==> src/rtl/uart_fifo_pkg.sv <==
package uart_fifo_pkg;
  localparam int unsigned DW = 8;
  localparam int unsigned EW = 3;

  // bit positions inside the FIFO control byte
  localparam int unsigned CB_EN    = 0;
  localparam int unsigned CB_RXCLR = 1;
  localparam int unsigned CB_TXCLR = 2;
  localparam int unsigned CB_DMA   = 3;
  localparam int unsigned CB_TXLO  = 4;
  localparam int unsigned CB_RXLO  = 6;

  typedef struct packed {
    logic [EW-1:0] err;
    logic [DW-1:0] data;
  } rx_entry_t;
endpackage

==> src/rtl/uart_fifo_store.sv <==
module uart_fifo_store #(
  parameter int unsigned W     = 8,
  parameter int unsigned DEPTH = 32,
  localparam int unsigned AW   = $clog2(DEPTH),
  localparam int unsigned CW   = $clog2(DEPTH + 1)
) (
  input  logic          clk,
  input  logic          rst_n,
  input  logic          flush,
  input  logic          cap_one,
  input  logic          push,
  input  logic          pop,
  input  logic [W-1:0]  din,
  output logic [W-1:0]  dout,
  output logic [CW-1:0] count,
  output logic          full,
  output logic          empty,
  output logic          push_fire,
  output logic          pop_fire
);
  logic [W-1:0]  mem [DEPTH];
  logic [AW-1:0] wr_ptr, rd_ptr;
  logic [W-1:0]  last_q;

  assign empty     = (count == '0);
  assign full      = cap_one ? !empty : (count == CW'(DEPTH));
  assign push_fire = push && !full;
  assign pop_fire  = pop && !empty;
  assign dout      = empty ? last_q : mem[rd_ptr];

  always_ff @(posedge clk) begin
    if (push_fire) mem[wr_ptr] <= din;
  end

  always_ff @(posedge clk or negedge rst_n) begin
    if (!rst_n) begin
      wr_ptr <= '0;
      rd_ptr <= '0;
      count  <= '0;
      last_q <= '0;
    end else begin
      if (pop_fire) last_q <= mem[rd_ptr];
      if (flush) begin
        wr_ptr <= '0;
        rd_ptr <= '0;
        count  <= '0;
      end else begin
        if (push_fire) wr_ptr <= wr_ptr + 1'b1;
        if (pop_fire)  rd_ptr <= rd_ptr + 1'b1;
        case ({push_fire, pop_fire})
          2'b10:   count <= count + 1'b1;
          2'b01:   count <= count - 1'b1;
          default: count <= count;
        endcase
      end
    end
  end

  p_no_overflow_r1: assert property (@(posedge clk) disable iff (!rst_n)
    count <= CW'(DEPTH));
  p_single_entry_r2: assert property (@(posedge clk) disable iff (!rst_n)
    cap_one |-> count <= CW'(1));
  p_drop_when_full_r1: assert property (@(posedge clk) disable iff (!rst_n)
    (push && full && !pop && !flush) |=> $stable(count));
  p_empty_pop_r9: assert property (@(posedge clk) disable iff (!rst_n)
    (pop && empty && !push && !flush) |=> $stable(count) && $stable(dout));
endmodule

==> src/rtl/uart_fifo_trig.sv <==
module uart_fifo_trig #(
  parameter int unsigned DEPTH = 32,
  localparam int unsigned CW   = $clog2(DEPTH + 1)
) (
  input  logic          clk,
  input  logic          rst_n,
  input  logic          fifo_en,
  input  logic [1:0]    rx_sel,
  input  logic [1:0]    tx_pend,
  input  logic          enh_en,
  input  logic [CW-1:0] rx_count,
  input  logic [CW-1:0] tx_count,
  output logic          rx_trig,
  output logic          tx_trig,
  output logic          rx_armed
);
  localparam logic [CW-1:0] Q1  = CW'(DEPTH / 4);
  localparam logic [CW-1:0] Q2  = CW'(DEPTH / 2);
  localparam logic [CW-1:0] Q3  = CW'((3 * DEPTH) / 4);
  localparam logic [CW-1:0] R78 = CW'(DEPTH - DEPTH / 8);
  localparam logic [CW-1:0] T15 = CW'(DEPTH - DEPTH / 16);

  logic [CW-1:0] rx_lvl, tx_lvl, tx_free;
  logic [1:0]    tx_act;

  assign tx_act  = enh_en ? tx_pend : 2'b00;
  assign tx_free = CW'(DEPTH) - tx_count;

  always_comb begin
    case (rx_sel)
      2'b00:   rx_lvl = Q1;
      2'b01:   rx_lvl = Q2;
      2'b10:   rx_lvl = Q3;
      default: rx_lvl = R78;
    endcase
    case (tx_act)
      2'b00:   tx_lvl = Q2;
      2'b01:   tx_lvl = Q1;
      2'b10:   tx_lvl = Q3;
      default: tx_lvl = T15;
    endcase
  end

  assign rx_trig  = fifo_en ? (rx_count >= rx_lvl) : (rx_count != '0);
  assign tx_trig  = fifo_en ? (tx_free >= tx_lvl) : (tx_count == '0);
  assign rx_armed = (rx_count != '0) && !rx_trig;

  p_tx_default_r5: assert property (@(posedge clk) disable iff (!rst_n)
    (fifo_en && !enh_en) |-> (tx_trig == (tx_count <= CW'(DEPTH / 2))));
endmodule

==> src/rtl/uart_rx_timeout.sv <==
module uart_rx_timeout #(
  parameter int unsigned TMO_TICKS = 4,
  localparam int unsigned TW       = $clog2(TMO_TICKS + 1)
) (
  input  logic clk,
  input  logic rst_n,
  input  logic flush,
  input  logic armed,
  input  logic push_fire,
  input  logic pop_fire,
  input  logic tick,
  output logic irq
);
  logic [TW-1:0] cnt;
  logic          restart;

  assign restart = flush || push_fire || pop_fire || !armed;

  always_ff @(posedge clk or negedge rst_n) begin
    if (!rst_n) begin
      cnt <= '0;
      irq <= 1'b0;
    end else begin
      if (flush || pop_fire) irq <= 1'b0;
      else if (!restart && tick && cnt == TW'(TMO_TICKS - 1)) irq <= 1'b1;
      if (restart) cnt <= '0;
      else if (tick && cnt != TW'(TMO_TICKS)) cnt <= cnt + 1'b1;
    end
  end

  p_pop_clears_r6: assert property (@(posedge clk) disable iff (!rst_n)
    pop_fire |=> !irq);
  p_rise_on_tick_r6: assert property (@(posedge clk) disable iff (!rst_n)
    $rose(irq) |-> $past(tick) && $past(armed));
endmodule

==> src/rtl/uart_chan_fifo.sv <==
module uart_chan_fifo
  import uart_fifo_pkg::*;
#(
  parameter int unsigned DEPTH     = 32,
  parameter int unsigned TMO_TICKS = 4,
  localparam int unsigned CW       = $clog2(DEPTH + 1)
) (
  input  logic          clk,
  input  logic          rst_n,
  input  logic          fcr_wr,
  input  logic [7:0]    fcr_data,
  input  logic          enh_en,
  input  logic          char_tick,
  input  logic          rx_in_valid,
  output logic          rx_in_ready,
  input  logic [DW-1:0] rx_in_data,
  input  logic [EW-1:0] rx_in_err,
  output logic          rx_out_valid,
  input  logic          rx_out_ready,
  output logic [DW-1:0] rx_out_data,
  output logic [EW-1:0] rx_out_err,
  input  logic          tx_in_valid,
  output logic          tx_in_ready,
  input  logic [DW-1:0] tx_in_data,
  output logic          tx_out_valid,
  input  logic          tx_out_ready,
  output logic [DW-1:0] tx_out_data,
  output logic [CW-1:0] rx_count,
  output logic [CW-1:0] tx_count,
  output logic          rx_trig,
  output logic          tx_trig,
  output logic          rx_dma_req,
  output logic          tx_dma_req,
  output logic          rx_tmo_irq,
  output logic          rx_overrun
);
  logic       fifo_en_q, dma_multi_q;
  logic [1:0] rx_sel_q, tx_pend_q;
  logic       mode_flip, rx_flush, tx_flush;
  logic       rx_full, rx_empty, rx_push_fire, rx_pop_fire;
  logic       tx_full, tx_empty, tx_push_fire, tx_pop_fire;
  logic       rx_armed;
  rx_entry_t  rx_din, rx_dout;

  assign mode_flip = fcr_wr && (fcr_data[CB_EN] != fifo_en_q);
  assign rx_flush  = (fcr_wr && fcr_data[CB_RXCLR]) || mode_flip;
  assign tx_flush  = (fcr_wr && fcr_data[CB_TXCLR]) || mode_flip;

  always_ff @(posedge clk or negedge rst_n) begin
    if (!rst_n) begin
      fifo_en_q   <= 1'b0;
      dma_multi_q <= 1'b0;
      rx_sel_q    <= 2'b00;
      tx_pend_q   <= 2'b00;
      rx_overrun  <= 1'b0;
    end else begin
      if (fcr_wr) begin
        fifo_en_q   <= fcr_data[CB_EN];
        dma_multi_q <= fcr_data[CB_DMA];
        rx_sel_q    <= fcr_data[CB_RXLO +: 2];
        tx_pend_q   <= fcr_data[CB_TXLO +: 2];
      end
      if (rx_flush) rx_overrun <= 1'b0;
      else if (rx_in_valid && rx_full) rx_overrun <= 1'b1;
    end
  end

  assign rx_din = '{err: rx_in_err, data: rx_in_data};

  uart_fifo_store #(.W(DW + EW), .DEPTH(DEPTH)) rx_store_i (
    .clk, .rst_n, .flush(rx_flush), .cap_one(!fifo_en_q),
    .push(rx_in_valid), .pop(rx_out_ready), .din(rx_din), .dout(rx_dout),
    .count(rx_count), .full(rx_full), .empty(rx_empty),
    .push_fire(rx_push_fire), .pop_fire(rx_pop_fire)
  );

  uart_fifo_store #(.W(DW), .DEPTH(DEPTH)) tx_store_i (
    .clk, .rst_n, .flush(tx_flush), .cap_one(!fifo_en_q),
    .push(tx_in_valid), .pop(tx_out_ready), .din(tx_in_data), .dout(tx_out_data),
    .count(tx_count), .full(tx_full), .empty(tx_empty),
    .push_fire(tx_push_fire), .pop_fire(tx_pop_fire)
  );

  uart_fifo_trig #(.DEPTH(DEPTH)) trig_i (
    .clk, .rst_n, .fifo_en(fifo_en_q), .rx_sel(rx_sel_q), .tx_pend(tx_pend_q),
    .enh_en, .rx_count, .tx_count, .rx_trig, .tx_trig, .rx_armed
  );

  uart_rx_timeout #(.TMO_TICKS(TMO_TICKS)) tmo_i (
    .clk, .rst_n, .flush(rx_flush), .armed(rx_armed),
    .push_fire(rx_push_fire), .pop_fire(rx_pop_fire), .tick(char_tick), .irq(rx_tmo_irq)
  );

  assign rx_in_ready  = !rx_full;
  assign tx_in_ready  = !tx_full;
  assign rx_out_valid = !rx_empty;
  assign tx_out_valid = !tx_empty;
  assign rx_out_data  = rx_dout.data;
  assign rx_out_err   = rx_dout.err;
  assign rx_dma_req   = dma_multi_q ? (rx_trig || rx_tmo_irq) : !rx_empty;
  assign tx_dma_req   = dma_multi_q ? tx_trig : tx_empty;

  p_overrun_set_r1: assert property (@(posedge clk) disable iff (!rst_n)
    (rx_in_valid && !rx_in_ready && !rx_flush) |=> rx_overrun);
  p_flush_empties_r8: assert property (@(posedge clk) disable iff (!rst_n)
    rx_flush |=> (rx_count == '0) && !rx_overrun && !rx_tmo_irq);
  p_tx_flush_r8: assert property (@(posedge clk) disable iff (!rst_n)
    tx_flush |=> tx_count == '0);
endmodule

==> config.mk <==
export PLATFORM = sky130hd
export DESIGN_NAME = uart_chan_fifo
export DESIGN_NICKNAME = d
export VERILOG_FILES = /design/src/rtl/uart_fifo_pkg.sv /design/src/rtl/uart_fifo_store.sv /design/src/rtl/uart_fifo_trig.sv /design/src/rtl/uart_rx_timeout.sv /design/src/rtl/uart_chan_fifo.sv
export SDC_FILE = /design/constraint.sdc
export NUM_CORES = 1
export LEC_CHECK = 0
export CORE_MARGIN = 1
export CORE_UTILIZATION = 25
export CTS_BUF_LIST = sky130_fd_sc_hd__clkbuf_8 sky130_fd_sc_hd__clkbuf_16
export DETAILED_ROUTE_END_ITERATION = 7
export GPL_TIMING_DRIVEN = 0
export HOLD_SLACK_MARGIN = 0.08
export PLACE_DENSITY = 0.44
export SYNTH_ARGS = -nofsm -noshare
export SYNTH_HDL_FRONTEND = slang
export SYNTH_SLANG_ARGS = --single-unit
==> constraint.sdc <==
create_clock -name clk -period 4.5 [get_ports clk]
set_input_delay 1.125 -clock clk [delete_from_list [all_inputs] [get_ports clk]]
set_output_delay 1.125 -clock clk [all_outputs]
set_load 0.02 [all_outputs]
Word level (Yosys, flattened, before mapping)
Memory sizes are Yosys's and may differ from the RTL's.
Cells that the tools add are included.

word-level totals
  output and inout port bits = 41
  register bits after elaboration = 62
  logic and storage cells = 115
  memories = 2
  bits in writable memories = 608
  input port bits = 36

operators by class
  order comparisons = 2
  multiplexer cells = 33
  reduce and logical (&&, ||, !) cells = 40
  equality and inequality tests = 13
  add/sub/neg operators = 10

memory list
  name            words  bits a word  read ports  clocked after memory_dff  wr ports  line                   text
  rx_store_i.mem  32     11           1           0                         1         uart_fifo_store.sv:21  logic [W-1:0] mem [DEPTH];
  tx_store_i.mem  32     8            1           0                         1         uart_fifo_store.sv:21

operator list
  kind                                                                 number
  5-bit 2-to-1 mux                                                     8
  5-bit one-hot mux with 3 select lines                                2
  6-bit one-hot mux with 2 select lines                                2
  5-bit by 1-bit adder with 5-bit output (second input constant)       4
  1-bit 2-to-1 mux                                                     14
  2-bit nonzero test                                                   7
  6-bit by 1-bit adder with 6-bit output (second input constant)       2
  6-bit == test (second input constant)                                2
  6-bit by 5-bit greater-or-equal comparator with 1-bit output         2
  1-bit logical AND                                                    12
  6-bit logical NOT                                                    2
  6-bit 2-to-1 mux                                                     2
  6-bit by 1-bit subtractor with 6-bit output (second input constant)  2
  11-bit 2-to-1 mux                                                    1
  2-bit by 1-bit == test with 1-bit output (second input constant)     4
  2-bit == test (second input constant)                                4
  8-bit 2-to-1 mux                                                     1
  1-bit logical NOT                                                    7
  1-bit logical OR                                                     7
  3-bit 2-to-1 mux                                                     2
  3-bit nonzero test                                                   2
  6-bit nonzero test                                                   1
  6-bit subtractor (first input constant)                              1
  2-bit logical NOT                                                    2
  other kinds (5)                                                      5

Logic depth before layout (Yosys ltp)
Gate-level depths: netlist of run 1.

  depth in word-level cells = 13
  depth in mapped cells = 13
  gate-level depth less buffers = 13

Modules after synthesis
From an unflattened synthesis of run 1, not the netlist that was laid out.

unflattened totals
  cell total of the unflattened synthesis = 1719
  area, all modules = 27850.5 µm²

modules (own cells, without submodules)
  module                        seq. area each (µm²)  area each (µm²)  cells each  instances
  uart_fifo_store (rx_store_i)  11245.8               15349.7          946         1
  uart_fifo_store (tx_store_i)  8287.9                11581.1          672         1
  uart_chan_fifo                175.2                 359.1            30          1
  uart_fifo_trig                0.0                   321.6            47          1
  uart_rx_timeout               100.1                 239.0            24          1

Worst setup path before layout of run 1
Ideal clock, no wire load.

  path kind = input-to-output
  start = in enh_en
  end = out tx_dma_req
  stages on the path = 9
  arrival time = 2435 ps
  path buffers = 0
  slack = 940 ps
  data required time = 3375 ps
  path through = nand3_1 inv_1 ha_1 inv_1 o21ai_0 a21o_1 a21o_1 a211oi_1 a31oi_1

on the way
  longest elaborated chain between the ends = 6

ends and longest elaborated chain
  what                                                              line                   text
  from (decl)                                                       uart_chan_fifo.sv:12   input logic enh_en,
  2-bit 2-to-1 mux (*)                                              uart_fifo_trig.sv:26   assign tx_act = enh_en ? tx_pend : 2'b00;
  2-bit == test, or another cell as far along                       uart_fifo_trig.sv:36   case (tx_act)
  5-bit one-hot mux with 3 select lines (*)                         uart_fifo_trig.sv:36
  6-bit by 5-bit greater-or-equal comparator with 1-bit output (*)  uart_fifo_trig.sv:45   assign tx_trig = fifo_en ? (tx_free >= tx_lvl) : (tx_count == '0);
  1-bit 2-to-1 mux (*)                                              uart_fifo_trig.sv:45
  1-bit 2-to-1 mux (*)                                              uart_chan_fifo.sv:101  assign tx_dma_req = dma_multi_q ? tx_trig : tx_empty;
  to (decl)                                                         uart_chan_fifo.sv:33   output logic tx_dma_req,

Every way passes the cells marked *; elsewhere a longest branch is shown, timed or not.

Worst setup path after layout of run 1
  start = reg tx_store_i.count[1]
  end = out tx_out_data[3]

on the way
  longest elaborated chain between the ends = 2

ends and longest elaborated chain
  what                    line                   text
  from (decl)             uart_fifo_store.sv:15  output logic [CW-1:0] count,
  from (signal assigned)  uart_fifo_store.sv:51  2'b10: count <= count + 1'b1;
  from (signal assigned)  uart_fifo_store.sv:52  2'b01: count <= count - 1'b1;
  from (signal assigned)  uart_fifo_store.sv:53  default: count <= count;
  6-bit logical NOT       uart_fifo_store.sv:25  assign empty = (count == '0);
  8-bit 2-to-1 mux        uart_fifo_store.sv:29  assign dout = empty ? last_q : mem[rd_ptr];
  to (decl)               uart_chan_fifo.sv:27   output logic [DW-1:0] tx_out_data,

Every way passes these cells.

==> key figures, run 1 <==
Setup path
  – Cells along the critical path: inv_1, ha_1, or4b_4, nor2_4, inv_1, buf_2, buf_2, a21oi_1, clkdlybuf4s15_2
  – Critical Path RT: 3.38 ns
  – CP arrival: 3.27 ns
  – Crit-path max cell delay: 0.53 ns
  – Crit path max fanout: 10
  – Type of the worst setup path: reg -> out
  – Slowest CP cell: or4b_4
  – Endpoint type of the worst setup path: output pin
  – Setup crit start kind: flop

Yosys
  – Sequential share of the synthesized area: 72.62%
  – Post-synth EDFFs: 608
  – Yosys reg bits: 670
  – Synthesized netlist cell count: 1,622
  – Post-synth ARST share: 9.254%
  – Netlist Area Pre-Place: 27,280 sq um
  – Synth top area share: 66.93%
  – Syn Nets: 1,684
  – Area contributors post-synth: edfxtp_1 (67%), mux4_2 (6.3%), mux2i_1 (5.8%)
  – Cell taking the most area after synthesis: edfxtp_1
  – Yosys warns: 0
  – Synthesized area per cell: 16.82 sq um
  – Count of different cell masters after synthesis: 66
  – Top_reg_cell synth: edfxtp_1

GRT
  – GR Overflow Total: 0
  – Largest net degree at the start of global routing: 36
  – Total global-route track usage: 12.90%
  – Number of global-route vias before repair: 15,240
  – First-pass GRT wire length: 104.4 mm
  – Initial antenna violation count: 4

Worst hold path
  – Hold Crit Class: in -> async

Die
  – Core area: 107,700 sq um
  – IO Count: 77
  – Die Y: 332.3 um
  – Die area: 110,400 sq um
  – Starting Density: 25.34%
  – Num rows: 120
  – Die width: 332.3 um

Timing
  – Post-route clock skew: 0.03566 ns
  – Final Max Slew Viols: 0
  – RSZ-0062 raised after global routing: no
  – Final Hold Vio Count: 0
  – Final setup viols: 0
  – Hold slack final: 0.4155 ns
  – Tmin final: 4.390 ns
  – Slew @ Worst Pin: 1.309 ns
  – F_max: 227.8 MHz
  – Post-route worst setup slack: 0.1098 ns
  – Rel. slew slack: 12.48%
  – Period utilisation layout: 97.56%

CTS
  – Reg clk slew, reported paths: 0.06 ns
  – Root Buffer: clkbuf_16
  – H-tree Lvls: 3
  – CTS Buf Count: 76
  – Clk_lat worst skew: 0.67 ns
  – CTS Sinks: 670
  – CTS tree: built
  – Hold-fix buffers, CTS: 0
  – Clock Tree Buf Depth: 3

Finish
  – FF+latch area: 19,810 sq um
  – Most frequent cells in the layout: edfxtp_1 (608), mux2i_1 (158), nor2_1 (131)
  – Commonest non-fill, non-tap cell in the layout: edfxtp_1
  – Layout area overhead: 19.05%
  – Multi-input gate area: 7098 sq um
  – Fin cells: 3,232
  – Share of layout cells above drive strength 1: 17.23%
  – Fin nets: 1,835
  – Layout fillers: 10,580

Pwr
  – VDD IR max: 275.7 uV
  – Pwr Total: 0.01890 W
  – Leak: 10.47 nW
  – PwrDens: 582.0 nW/um^2

Run status
  – Status: finished clean

Route
  – Drt drc: 0
  – ANT nets after route: 0
  – 1st-iter DRT viols: 1,041
  – Via density: 4.544
  – Routed len/inst: 22.12 um
  – Via count: 14,690
  – Drt total wl: 71.49 mm
  – First-pass DRT Iterations: 5

Placed design
  – Port bufs: 75
  – Post-place setup slack: -0.1792 ns
  – Cell Count Post-Placement: 3,101
  – HPWL after detailed placement: 46.78 mm
  – RD Place Congestion: 0.7913

Flow run
  – Max Cap Viol: 0
worst paths after layout:
kind	start	end	slack, ns	cells after the start
min in group clk	rx_store_i.last_q[7]	rx_store_i.last_q[7]	0.49	2
worst min register to register	rx_store_i.last_q[7]	rx_store_i.last_q[7]	0.49	2
max in group asynchronous	rst_n	tx_store_i.last_q[5]	3.47	2
worst max-delay path	tx_store_i.count[1]	tx_out_data[3]	0.11	9
worst max register to register	rx_store_i.count[1]	rx_store_i.mem[30][0]	0.84	8
worst min-delay path	rst_n	tmo_i.cnt[2]	0.42	1
cell families after synthesis:
logic type / Yosys count / share of synthesized area [%]
AO/OA/AOI/OAI: 210 / 5.147
XOR/XNOR: 29 / 0.9311
multiplexers: 240 / 12.32
AND/OR/NAND/NOR: 335 / 6.027
adder cells (fa/ha/maj): 26 / 1.193
buffers and inverters: 112 / 1.761
flip-flops: 670 / 72.62
registers in the layout (all words and copies together), names as in the netlist:
register	count
rx_store_i.mem	352
tx_store_i.mem	256
rx_store_i.last_q	11
tx_store_i.last_q	8
rx_store_i.count	6
tx_store_i.count	6
rx_store_i.rd_ptr	5
rx_store_i.wr_ptr	5
tx_store_i.rd_ptr	5
tx_store_i.wr_ptr	5
tmo_i.cnt	3
rx_sel_q	2
tx_pend_q	2
dma_multi_q	1
fifo_en_q	1
rx_overrun	1
tmo_i.irq	1
synthesized netlist by cell type (2+ instances only):
library cell  instances
edfxtp_1            608
mux2i_1             158
nor2_1              133
a22oi_1              96
mux4_2               76
nand2_1              67
dfrtp_1              62
a21oi_1              53
clkbuf_1             48
nand3_1              46
buf_2                30
ha_1                 26
o21ai_0              26
inv_1                22
and4_1               19
xor2_1               17
xnor2_1              12
nor3_1               11
buf_1                 7
nand4_1               7
nor2b_1               7
mux2_2                6
nand3b_1              6
a21o_1                4
a31oi_1               4
and2_1                4
nor3b_1               4
o21a_1                4
o21ai_1               4
and3_1                3
or2_2                 3
or3_1                 3
a211oi_1              2
and3b_1               2
buf_4                 2
buf_6                 2
nand2_4               2
nand2b_1              2
nand3_2               2
nor4_1                2
o211a_1               2
or2_1                 2
or3b_2                2
or4_1                 2
stage by stage:
stage                     TNS [ns]  cell area, sq um  util, %
after floorplan                  0             27280        -
after CTS                        0             32510    30.20
after global routing             0             32470    30.16
after detailed placement    -1.168             29780    27.67
final                            0             32470    30.17
after global placement      -25.93             29780    27.67
worst max-delay path, delay by kind of cell (launching register included):
family,cells,cell delay (ns)
simple gates,2,0.73
buf+inv,5,0.96
compound gates,1,0.23
fa+ha+maj,1,0.22
flops,1,0.47
where the power goes:
part | switching (W) | internal [W] | total [W]
sequential | 0.000204 | 0.00707 | 0.00728
combinational | 0.00319 | 0.00212 | 0.00531
clock | 0.00259 | 0.00372 | 0.00631
total | 0.00598 | 0.0129 | 0.0189
final cells by class:
| class | count | share of cell area [%] |
|---|---|---|
| well taps | 1403 | 5.405 |
| multi-input cells | 840 | 21.86 |
| repair buffers | 76 | 2.046 |
| diodes | 1 | 0.007706 |
| clock buffers | 77 | 5.933 |
| flip-flops and latches | 670 | 61.01 |
| plain buffers | 86 | 1.522 |
| clock inverters | 56 | 1.953 |
| inverters | 23 | 0.2658 |
layer usage:
metal  up-vias  part of all wire [%]  track usage, %
li1       6677                     -               -
met1      7614                    45           17.35
met2       302                    47           20.74
met3        92                   5.1           2.680
met4         0                   2.3           4.127
met5         -                     0               0
what timing repair did:
action | CTS | global route
gates resized for setup | 99 | 26
endpoints found under the setup margin | 22 | 15
setup buffers | 0 | 0
Note: power is estimated with default switching activity, not from simulation.
==> run 2, diff against run 1 <==
- CORE_MARGIN: 1 -> 8
==> run 2 against run 1 <==
Net effect:
- sequential power about the same
- flip-flop and latch count did not move
- sequential share of layout area fell by 0.11 points
- non-clock buffer count unchanged
- routed wire length shrank 0.12%
- combinational power hardly changed
- register-to-register slack worse by 0.06 ns
- first-iteration DRC count increased by 11%
- clock power is 1% higher
- critical path type unchanged
- critical endpoint is now rx_out_data[0]
- largest cell class unchanged
==> key figures, run 2 (same netlist as run 1, synthesis figures left out) <==
Run status
  – Status: finished clean

Setup path
  – Crit path max fanout: 10 (unchanged)
  – Cells along the critical path: buf_6, buf_6, mux4_2, a22oi_1, and4_1, a21oi_1, clkdlybuf4s50_1
  – Most Frequent Cell on Critical Path: buf_6
  – Endpoint type of the worst setup path: output pin
  – Slowest CP cell: clkdlybuf4s50_1
  – Critical Path RT: 3.38 ns (about the same)
  – Crit-path max cell delay: 0.57 ns (+0.04 ns)
  – CP arrival: 3.29 ns (+0.02 ns)
  – Type of the worst setup path: reg -> out
  – Setup crit start kind: flop

Timing
  – Final setup viols: 0 (unchanged)
  – Final Max Slew Viols: 0 (unchanged)
  – Post-route clock skew: 0.03013 ns (-0.005538 ns)
  – Tmin final: 4.415 ns (+0.02515 ns)
  – Rel. slew slack: 10.25% (-2.2 points)
  – Setup TNS: 0 ns (unchanged)
  – Final Hold Vio Count: 0 (unchanged)
  – Slew @ Worst Pin: 1.342 ns (+0.03339 ns)
  – Period utilisation layout: 98.12% (+0.56 points)
  – F_max: 226.5 MHz (-0.57%)

Placed design
  – Post-DP Area: 29,820 sq um (+0.11%)
  – RD Place Congestion: 0.8193 (+3.5%)
  – Port bufs: 75 (unchanged)
  – Cell Count Post-Placement: 3,113 (+0.39%)
  – HPWL after detailed placement: 47.52 mm (+1.6%)

Die
  – Die area: 119,900 sq um (+8.6%)
  – Die Y: 346.3 um (+4.2%)
  – Die width: 346.3 um (+4.2%)
  – Core area: 108,600 sq um (+0.83%)
  – Num rows: 121 (+0.83%)
  – IO Count: 77 (unchanged)
  – Starting Density: 25.13% (-0.21 points)

CTS
  – H-tree Lvls: 3 (unchanged)
  – Hold-fix buffers, CTS: 0 (unchanged)
  – Root Buffer: clkbuf_16
  – Clk_lat worst skew: 0.63 ns (-0.04 ns)
  – Post-CTS Setup Inserts: 0 (unchanged)
  – Clock Tree Buf Depth: 3 (unchanged)
  – CTS Buf Count: 76 (unchanged)
  – Reg clk slew, reported paths: 0.06 ns (about the same)
  – CTS Sinks: 670 (unchanged)
  – CTS tree: built

Finish
  – Top Registers: rx_store_i.mem (352), tx_store_i.mem (256), rx_store_i.last_q (11)
  – Fin nets: 1,835 (unchanged)
  – Layout area overhead: 19.25%
  – Largest Register: rx_store_i.mem
  – Cell area after layout: 32,530 sq um (+0.16%)
  – Fin cells: 3,245 (+0.40%)
  – Max reg flops: 352 (unchanged)
  – Most frequent cells in the layout: edfxtp_1 (608), mux2i_1 (158), nor2_1 (131)
  – Share of layout cells above drive strength 1: 16.33% (-0.90 points)
  – Commonest non-fill, non-tap cell in the layout: edfxtp_1
  – ANT cells: 0 (-1)

Route
  – Via density: 4.565 (+0.46%)
  – First-pass DRT Iterations: 5 (unchanged)
  – Drt drc: 0 (unchanged)
  – Drt total wl: 71.40 mm (-0.12%)
  – ANT nets after route: 0 (unchanged)
  – Via count: 14,810 (+0.86%)
  – Routed len/inst: 22.00 um (-0.52%)
  – 1st-iter DRT viols: 1,151 (+11%)

GRT
  – Initial antenna violation count: 0 (-4)
  – GR Overflow Total: 0 (unchanged)
  – First-pass GRT wire length: 104.9 mm (+0.46%)
  – Number of global-route vias before repair: 15,360 (+0.84%)
  – Total global-route track usage: 11.67% (-1.2 points)
  – Largest net degree at the start of global routing: 33 (-8.3%)

Pwr
  – VDD IR max: 255.9 uV (-7.2%)
  – Leak: 10.49 nW (+0.21%)
  – PwrDens: 584.7 nW/um^2 (+0.46%)

Flow run
  – Max Cap Viol: 0 (unchanged)

Worst hold path
  – Hold Crit Class: in -> async
==> run 2: stage by stage <==
stage | hold WS (ns) | setup slack (ns) | power, W | util [%]
finish | 0.4571 | 0.08469 | 0.01902 | 29.97
global placement | 0.4650 | -0.4211 | 0.01280 | 27.45
floorplan | 0.4505 | 0.9405 | 0.01075 | -
detailed placement | 0.4751 | -0.1583 | 0.01285 | 27.47
CTS | 0.4187 | 0.005207 | 0.01928 | 29.97
global route | 0.4513 | -0.002987 | 0.01990 | 29.97
==> run 2: power by group <==
part	switching, W	total, W	internal (W)	leakage (nW)
Sequential	0.000200	0.00727	0.00707	6.27
Combinational	0.00320	0.00534	0.00214	2.90
Clock	0.00254	0.00640	0.00386	1.32
==> run 2: worst max-delay path, delay by kind of cell (launching register included) <==
| kind | cells | cell delay [ns] |
|---|---|---|
| multiplexers | 1 | 0.54 |
| flip-flops | 1 | 0.43 |
| buffers and inverters | 3 | 1.01 |
| AND/OR/NAND/NOR | 1 | 0.35 |
| AO/OA/AOI/OAI | 2 | 0.34 |
==> run 2: cell type report <==
type	instances	area, sq um
well taps	1414	1769
clock buffers	82	2007
clock inverters	54	601.8
plain buffers	85	485.5
multi-input cells	840	7052
fillers	10690	76020
flip-flops and latches	670	19810
repair buffers	77	715.7
inverters	23	86.33
==> run 2: what timing repair did <==
| action | 4_1_cts | 5_1_grt |
|---|---|---|
| endpoints found under the hold margin | 0 | 0 |
| resized for setup | 75 | 22 |
| gates cloned | 0 | 0 |
| endpoints found under the setup margin | 22 | 13 |
==> run 2: worst paths after layout <==
check                                           from               endpoint  slack (ns)  cells past startpoint
min in group clk                tx_store_i.last_q[5]   tx_store_i.last_q[5]        0.48                      2
worst min-delay path                           rst_n           tmo_i.cnt[2]        0.46                      1
worst max register to register   rx_store_i.count[2]  rx_store_i.mem[17][4]        0.78                      7
worst max-delay path            rx_store_i.rd_ptr[0]         rx_out_data[0]        0.08                      7
max in group asynchronous                      rst_n   tx_store_i.last_q[2]        3.42                      2
worst min register to register  tx_store_i.last_q[5]   tx_store_i.last_q[5]        0.48                      2
==> run 2: metal layers <==
metal	GRT usage (%)	up-vias	wire, um
li1	-	6679	-
met3	2.609	115	3594
met5	0	-	0
met1	15.53	7661	32050
met2	18.74	357	33530
met4	4.078	0	2228
==> run 3, diff against run 2 <==
- SKIP_CTS_REPAIR_TIMING: default -> 1
==> run 3 against run 2 <==
Net effect:
- the flow now finishes with violations (negative setup slack)
- register-to-register slack worse by 0.02 ns
- first-iteration DRC count rose by 5.6%
- count of clock-buffer cells in the layout did not move
==> key figures, run 3 (same netlist as run 1, synthesis figures left out) <==
Run status
  – Status: finished, violations left
  – Failing checks: negative setup slack

CTS
  – CTS Buf Count: 76 (unchanged)
  – CTS Sinks: 670 (unchanged)
  – CTS tree: built
  – Reg clk slew, reported paths: 0.06 ns (about the same)
  – Clk_lat worst skew: 0.63 ns (about the same)
  – Root Buffer: clkbuf_16
  – Clock Tree Buf Depth: 3 (unchanged)
  – H-tree Lvls: 3 (unchanged)

Setup path
  – Crit path launch: rx_store_i.rd_ptr[1]
  – Cells along the critical path: buf_2, buf_4, buf_4, mux4_2, a22oi_1, and4_1, a21oi_1, clkdlybuf4s50_1
  – R2R depth: 7 (unchanged)
  – R2R Path End: rx_store_i.mem[26][1]
  – R2R Setup Slk: 0.76 ns (-0.02 ns)
  – Critical Path RT: 3.38 ns (about the same)
  – Most Frequent Cell on Critical Path: buf_4
  – Crit-path max cell delay: 0.57 ns (about the same)
  – Type of the worst setup path: reg -> out
  – WP depth: 8 (+1)
  – Critical R2R Launch: rx_store_i.count[2]
  – CP arrival: 3.42 ns (+0.13 ns)
  – Setup crit start kind: flop
  – Slowest CP cell: clkdlybuf4s50_1
  – Crit path max fanout: 10 (unchanged)
  – Endpoint type of the worst setup path: output pin
  – Worst path top cell family by delay: buffers and inverters
  – Critical path buffers and inverters: 4 (+1)

GRT
  – First-pass GRT wire length: 104.8 mm (about the same)
  – Global routing usage on met3: 2.620% (+0.011 points)
  – Number of global-route vias before repair: 15,330 (-0.23%)
  – Gr busiest metal: met2
  – Met1 Use GR: 15.56% (+0.024 points)
  – GR Util met2: 18.72% (-0.020 points)
  – GR Overflow Total: 0 (unchanged)
  – Total global-route track usage: 11.66% (about the same)
  – Initial antenna violation count: 0 (unchanged)
  – Largest net degree at the start of global routing: 33 (unchanged)

Finish
  – Largest Register: rx_store_i.mem
  – Layout fillers: 10,670 (-0.18%)
  – Max reg flops: 352 (unchanged)
  – ANT cells: 0 (unchanged)
  – Most frequent cells in the layout: edfxtp_1 (608), mux2i_1 (158), nor2_1 (131)
  – Cell area after layout: 32,580 sq um (+0.15%)
  – Layout area overhead: 19.43%
  – Top Registers: rx_store_i.mem (352), tx_store_i.mem (256), rx_store_i.last_q (11)
  – Fin cells: 3,247 (+0.062%)
  – Commonest non-fill, non-tap cell in the layout: edfxtp_1
  – Share of layout cells above drive strength 1: 16.15% (-0.18 points)
  – Fin nets: 1,837 (+0.11%)

Die
  – IO Count: 77 (unchanged)
  – Die Y: 346.3 um (unchanged)
  – Starting Density: 25.13% (unchanged)
  – Die width: 346.3 um (unchanged)
  – Die area: 119,900 sq um (unchanged)
  – Num rows: 121 (unchanged)
  – Core area: 108,600 sq um (unchanged)

Timing
  – Final setup viols: 2 (+2)
  – Final Hold Vio Count: 0 (unchanged)
  – Post-route clock skew: 0.02970 ns (-0.0004207 ns)
  – RSZ-0062 raised after global routing: yes
  – Setup TNS: -0.08573 ns (-0.08573 ns)
  – Final Max Slew Viols: 0 (unchanged)
  – Tmin final: 4.544 ns (+0.1290 ns)
  – Rel. slew slack: 10.33% (+0.085 points)
  – Post-route worst setup slack: -0.04434 ns (-0.1290 ns)
  – Period utilisation layout: 101.0% (+2.9 points)
  – F_max: 220.1 MHz (-2.8%)
  – Slew @ Worst Pin: 1.341 ns (-0.001278 ns)

Pwr
  – PwrDens: 586.0 nW/um^2 (+0.22%)
  – Pwr Total: 0.01909 W (+0.38%)
  – Leak: 10.58 nW (+0.83%)
  – VDD IR max: 256.2 uV (+0.12%)

Route
  – Routed len/inst: 21.99 um (about the same)
  – Drt total wl: 71.42 mm (about the same)
  – ANT nets after route: 0 (unchanged)
  – 1st-iter DRT viols: 1,216 (+5.6%)
  – Via count: 14,840 (+0.22%)
  – First-pass DRT Iterations: 5 (unchanged)
  – Via density: 4.572 (+0.15%)
  – Drt drc: 0 (unchanged)

Placed design
  – Post-DP Area: 29,820 sq um (unchanged)
  – RD Place Congestion: 0.8193 (unchanged)
  – Post-place setup slack: -0.1583 ns (unchanged)
  – Cell Count Post-Placement: 3,113 (unchanged)
  – HPWL after detailed placement: 47.52 mm (unchanged)
  – Port bufs: 75 (unchanged)

Flow run
  – Max Cap Viol: 0 (unchanged)

Worst hold path
  – Hold Crit Class: in -> async
run 3: where the power goes:
group / switching (W) / leakage [nW] / total [W] / internal (W)
sequential: 0.000199 / 6.26 / 0.00727 / 0.00707
clock: 0.00254 / 1.32 / 0.00640 / 0.00386
combinational: 0.00320 / 2.99 / 0.00542 / 0.00222
total: 0.00593 / 10.6 / 0.0191 / 0.0132
run 3: cell type report:
type                    instances  area (sq um)  share of cell area [%]
well taps                    1414          1769                   5.431
multi-input cells             840          7046                   21.63
clock buffers                  82          2007                   6.160
clock inverters                54         601.8                   1.847
repair buffers                 77         778.2                   2.389
plain buffers                  87         478.0                   1.467
flip-flops and latches        670         19810                   60.81
inverters                      23         86.33                  0.2650
run 3: how the worst max path moves through the flow:
stage                                      end
after floorplan                     tx_dma_req
after global placement    rx_store_i.last_q[4]
after detailed placement            tx_dma_req
after CTS                       rx_out_data[6]
after global routing            rx_out_data[4]
final                           rx_out_data[4]
run 3: stage by stage:
step / hold WS [ns] / utilization, %
3_5_place_dp: 0.4751 / 27.47
2_1_floorplan: 0.4505 / -
6_report: 0.4578 / 30.01
4_1_cts: 0.4187 / 29.87
3_3_place_gp: 0.4650 / 27.45
5_1_grt: 0.4513 / 30.01
run 3: metal layers:
| layer | wire length (um) | part of all wire, % |
|---|---|---|
| met1 | 31950 | 45 |
| met2 | 33620 | 47 |
| met3 | 3736 | 5.2 |
| met4 | 2108 | 3.0 |
| met5 | 0 | 0 |
